$ cat config.mk
export PLATFORM = sky130hd
export DESIGN_NAME = fld_lock_detect
export DESIGN_NICKNAME = d
export VERILOG_FILES = /design/src/rtl/fld_pkg.sv /design/src/rtl/fld_datapath.sv /design/src/rtl/fld_control.sv /design/src/rtl/fld_lock_detect.sv
export SDC_FILE = /design/constraint.sdc
export NUM_CORES = 1
export LEC_CHECK = 0
export ABC_AREA = 0
export CORE_ASPECT_RATIO = 0.75
export CORE_MARGIN = 5
export CORE_UTILIZATION = 61
export DETAILED_ROUTE_END_ITERATION = 7
export GPL_ROUTABILITY_DRIVEN = 0
export PLACE_DENSITY = 0.8
export SETUP_SLACK_MARGIN = 0.02
export SYNTH_ARGS = -nofsm -noshare
export SYNTH_HDL_FRONTEND = slang
export SYNTH_HIERARCHICAL = 1
export SYNTH_SLANG_ARGS = --single-unit
$ cat constraint.sdc
create_clock -name clk -period 6.45 [get_ports clk]
set_input_delay 0.9675 -clock clk [delete_from_list [all_inputs] [get_ports clk]]
set_output_delay 0.9675 -clock clk [all_outputs]
set_load 0.02 [all_outputs]
$ cat src/rtl/fld_pkg.sv
package fld_pkg;

  // control to datapath strobes
  typedef struct packed {
    logic       clearCnt;
    logic [1:0] ratioCode;
  } fld_ctrl_t;

  // datapath to control status
  typedef struct packed {
    logic winDone;
    logic inTol;
  } fld_stat_t;

  function automatic logic [4:0] ratioOf(input logic [1:0] code);
    case (code)
      2'b00:   return 5'd8;
      2'b01:   return 5'd10;
      2'b10:   return 5'd16;
      default: return 5'd20;
    endcase
  endfunction

endpackage

$ cat src/rtl/fld_datapath.sv
module fld_datapath
  import fld_pkg::*;
#(
  parameter int WIN_LOG2  = 10,
  parameter int TOL_SHIFT = 10
) (
  input  logic      clk,
  input  logic      rstN,
  input  logic      refTick,
  input  logic      recTick,
  input  fld_ctrl_t ctrlBus,
  output fld_stat_t statBus
);
  localparam int REF_W = WIN_LOG2;
  localparam int CNT_W = WIN_LOG2 + 6;
  localparam logic [CNT_W-1:0] CNT_MAX = '1;
  localparam logic [REF_W-1:0] REF_LAST = '1;

  logic [REF_W-1:0] refCnt;
  logic [CNT_W-1:0] recCnt;
  logic [CNT_W-1:0] recSum;
  logic [CNT_W-1:0] expCnt;
  logic [CNT_W-1:0] tolRaw;
  logic [CNT_W-1:0] tolCnt;
  logic [CNT_W-1:0] diffCnt;
  logic             refLast;

  // saturating count including this cycle's strobe
  always_comb begin
    if (recTick && (recCnt != CNT_MAX)) recSum = recCnt + 1'b1;
    else                                recSum = recCnt;
  end

  always_comb begin
    expCnt  = CNT_W'(ratioOf(ctrlBus.ratioCode)) << WIN_LOG2;
    tolRaw  = expCnt >> TOL_SHIFT;
    tolCnt  = (tolRaw == '0) ? CNT_W'(1) : tolRaw;
    diffCnt = (recSum >= expCnt) ? (recSum - expCnt) : (expCnt - recSum);
  end

  assign refLast         = refTick && (refCnt == REF_LAST);
  assign statBus.winDone = refLast && !ctrlBus.clearCnt;
  assign statBus.inTol   = (diffCnt <= tolCnt);

  always_ff @(posedge clk) begin
    if (!rstN || ctrlBus.clearCnt || refLast) begin
      refCnt <= '0;
      recCnt <= '0;
    end else begin
      refCnt <= refCnt + REF_W'(refTick);
      recCnt <= recSum;
    end
  end

endmodule

$ cat src/rtl/fld_control.sv
module fld_control
  import fld_pkg::*;
(
  input  logic       clk,
  input  logic       rstN,
  input  logic       carrierOk,
  input  logic [1:0] ratioSel,
  input  fld_stat_t  statBus,
  output fld_ctrl_t  ctrlBus,
  output logic       linkUp,
  output logic       trainOnRef,
  output logic       dataForceLow
);
  logic [1:0] ratioReg;
  logic       lockReg;
  logic       abortWin;

  assign abortWin = !carrierOk || (ratioSel != ratioReg);

  always_ff @(posedge clk) begin
    ratioReg <= ratioSel;
    if (!rstN) begin
      lockReg <= 1'b0;
    end else if (abortWin) begin
      lockReg <= 1'b0;
    end else if (statBus.winDone) begin
      lockReg <= statBus.inTol;
    end
  end

  assign ctrlBus.clearCnt  = abortWin;
  assign ctrlBus.ratioCode = ratioReg;

  assign linkUp       = lockReg && carrierOk;
  assign trainOnRef   = !linkUp;
  assign dataForceLow = !carrierOk;

endmodule

$ cat src/rtl/fld_lock_detect.sv
module fld_lock_detect
  import fld_pkg::*;
#(
  parameter int WIN_LOG2  = 10,
  parameter int TOL_SHIFT = 10
) (
  input  logic       clk,
  input  logic       rstN,
  input  logic       refTick,
  input  logic       recTick,
  input  logic       carrierOk,
  input  logic [1:0] ratioSel,
  input  logic       txClkSel,
  output logic       linkUp,
  output logic       trainOnRef,
  output logic       dataForceLow,
  output logic       txUseRecovered
);
  fld_ctrl_t ctrlBus;
  fld_stat_t statBus;

  fld_datapath #(
    .WIN_LOG2 (WIN_LOG2),
    .TOL_SHIFT(TOL_SHIFT)
  ) u_dp (
    .clk    (clk),
    .rstN   (rstN),
    .refTick(refTick),
    .recTick(recTick),
    .ctrlBus(ctrlBus),
    .statBus(statBus)
  );

  fld_control u_ctl (
    .clk         (clk),
    .rstN        (rstN),
    .carrierOk   (carrierOk),
    .ratioSel    (ratioSel),
    .statBus     (statBus),
    .ctrlBus     (ctrlBus),
    .linkUp      (linkUp),
    .trainOnRef  (trainOnRef),
    .dataForceLow(dataForceLow)
  );

  assign txUseRecovered = txClkSel;

endmodule

==> impl_metrics.toml <==
[global_routing]
grt_overflow = 0
grt_pass1_wl_um = 9970
busiest_layer = "met2"
grt_pass1_vias = 2149
grtUsageMet3_pct = 4.57
grt_max_degree = 27
grtUsageTotal_pct = 21.5
grt_antenna_before_repair = 0
grt_use_met1_pct = 30.9
grt_use_met2_pct = 33.2

[logic_synthesis]
ys_warn_count = 6
synth_nets = 367
async_flop_share_pct = 0
synth_common_cells = "53 x nor2_1, 29 x dfxtp_1, 25 x nand2_1"
synth.area.top_cells = "dfxtp_1 21%, ha_1 7.3%, nor2_1 7.3%"
postSynthCellCount = 343
synth-edff-count = 0
yosysMostFrequentCell = "nor2_1"
synthFlopType = "dfxtp_1"
synth_seq_cells = 29
yosys.area.top_type = "dfxtp_1"
avgSynthCellArea_um2 = 7.95
synthesis.area_mm2 = 0.00273
ys_seq_area_share_pct = 21.3
netlist.area_leader.share_pct = 21.3
synth_cell_types = 70

[place]
pre_cts_ws_ns = 0.279
post-dp-hpwl_um = 4560
dp_cells = 387
placed_area_mm2 = 0.00275
portBuffers = 9

[layout]
seqCellArea_um2 = 581
multi_input_area_mm2 = 0.00192
stdcell_count = 395
fill_cells = 362
final_cell_area_mm2 = 0.00287
drive_above_1_share_pct = 9.76
num-nets-final = 361
syn_to_final_growth_pct = 5.19
diodes = 0
post-route-util_pct = 65.4

[sta]
holdWs_ns = 0.532
fmax_mhz = 168
setup_ws_ns = 0.482
fin_setup_tns_ns = 0
min_period_over_period_pct = 92.5
slew_viol_final = 0
relSlewSlack_pct = 26.5
rsz0062_at_grt = "false"
finalCriticalPeriod_ns = 5.97
fin_worst_skew_ns = 0.00716
max_slew.worst_pin.slew_ns = 1.10
setup_viol = 0
hold_viol = 0

[setup_path]
crit_path_start_kind = "flop"
critPathKind = "reg2reg"
critPathCaptureType = "flop"
cp_max_fo = 12
worstPathArrival_ns = 6.20
r2r_slack_ns = 0.48
critPathRequiredTime_ns = 6.68
worst-r2r-cell-count = 23

[floorplanning]
rows = 21
core_area_mm2 = 0.00439
fp.dieH_um = 67.9
start_util_pct = 62.1
pin_count = 12
die_x_um = 87.2
dieArea_mm2 = 0.00592

[clock_tree]
numCtsBuffers = 5
cts_setup_buffers = 0
clk_latency_ns = 0.29
post_cts_resized = 0
htreeDepth = 2
cts.hold.buffers_added = 0
cts_tree = "built"
path_clk_slew_ns = 0.07
cts_buffer_depth = 2
root_buffer = "clkbuf_8"
clock_sinks = 29

[routing]
drt_iter0_drc = 235
ant_nets = 0
vias = 2402
via_per_inst = 6.08
drc = 0
wl_per_cell_um = 15.4
wl_um = 6070
firstDrtPassIters = 5

[power]
leakagePower_nw = 1.08
power-per-cell-area_mw_per_mm2 = 158
ir_drop_mv = 0.121
total_power_mw = 0.453

[hold_path]
hold_class = "reg2reg"
hold_path_depth = 2

[flow_run]
drv_cap = 0

[run_status]
outcome = "finished clean"
==> registers in the layout, summed over array words and instances, names as in the netlist <==
signal	flops
u_ctl/lockReg	1
u_dp/recCnt	16
u_ctl/ratioReg	2
u_dp/refCnt	10
==> report_power, final <==
| part | internal [mW] | switching [mW] | total (mW) |
|---|---|---|---|
| registers | 0.180 | 0.00189 | 0.182 |
| logic | 0.0317 | 0.0368 | 0.0684 |
| clock network | 0.126 | 0.0773 | 0.203 |
==> cells in the final DEF, fill, tap and decap left out, drive strengths merged, types with 2 or more instances in the layout <==
master	Yosys	layout
nand3	13	13
a211oi	4	4
xor2	10	10
nand2b	3	3
nor2	53	53
clkdlybuf4s50	0	9
nor4	2	2
nand4	15	15
dfxtp	29	29
ha	16	16
or3	2	2
and3	6	6
a21o	2	2
mux2i	2	2
and2	2	2
nand2	25	25
a21oi	15	15
o21a	2	2
and4	6	6
clkbuf	9	6
a31o	3	3
o31ai	5	5
inv	16	16
nor3	12	12
o2111ai	2	2
buf	17	4
a31oi	3	3
nor2b	6	6
a32oi	2	2
xnor3	3	3
nand4b	3	3
xnor2	19	19
o21ai	11	11
==> cell families (layout without fill, tap and decap cells) <==
group / Yosys count / in the layout / share of synthesized area (%)
AO/OA/AOI/OAI: 65 / 65 / 18.1
flip-flops: 29 / 29 / 21.3
other: 1 / 1 / 0.138
adder cells (fa/ha/maj): 17 / 17 / 7.71
buffers and inverters: 42 / 37 / 8.44
AND/OR/NAND/NOR: 154 / 154 / 31.3
multiplexers: 3 / 3 / 1.15
XOR/XNOR: 32 / 32 / 11.9
==> path summary, 6_finish.rpt <==
path | start | to
max | u_dp/recCnt[0] | u_ctl/lockReg
min | u_dp/refCnt[8] | u_dp/refCnt[8]
max reg2reg | u_dp/recCnt[0] | u_ctl/lockReg
min reg2reg | u_dp/refCnt[8] | u_dp/refCnt[8]
==> worst max-delay path, cell delays in order, from the launching register on <==
cell	delay [ns]
dfxtp_1	0.51
ha_1	0.53
nand4_4	0.25
o41a_1	0.46
buf_4	0.18
xnor2_1	0.26
ha_1	0.28
o2111a_1	0.23
o2111ai_2	0.23
o311ai_4	0.49
nor2_1	0.07
a21oi_1	0.13
ha_1	0.26
nor2b_1	0.14
o21a_1	0.17
o21ai_0	0.19
nand2b_1	0.09
a21oi_1	0.14
o221ai_1	0.14
a2111oi_0	0.43
o211ai_1	0.17
a22oi_1	0.18
mux2i_1	0.10
and4bb_1	0.26
==> layout make-up <==
cell class	count	share of cell area, %
clock buffers	6	2.88
clock inverters	2	1.31
inverters	16	2.09
multi-input cells	272	66.8
flip-flops and latches	29	20.2
well taps	57	2.49
repair buffers	13	4.19
==> routing by layer <==
layer	vias up	wire, um
met5	-	0
met4	0	30
met3	6	484
met2	90	2500
met1	1093	3060
li1	1213	-
(Power assumes the default switching activity.)
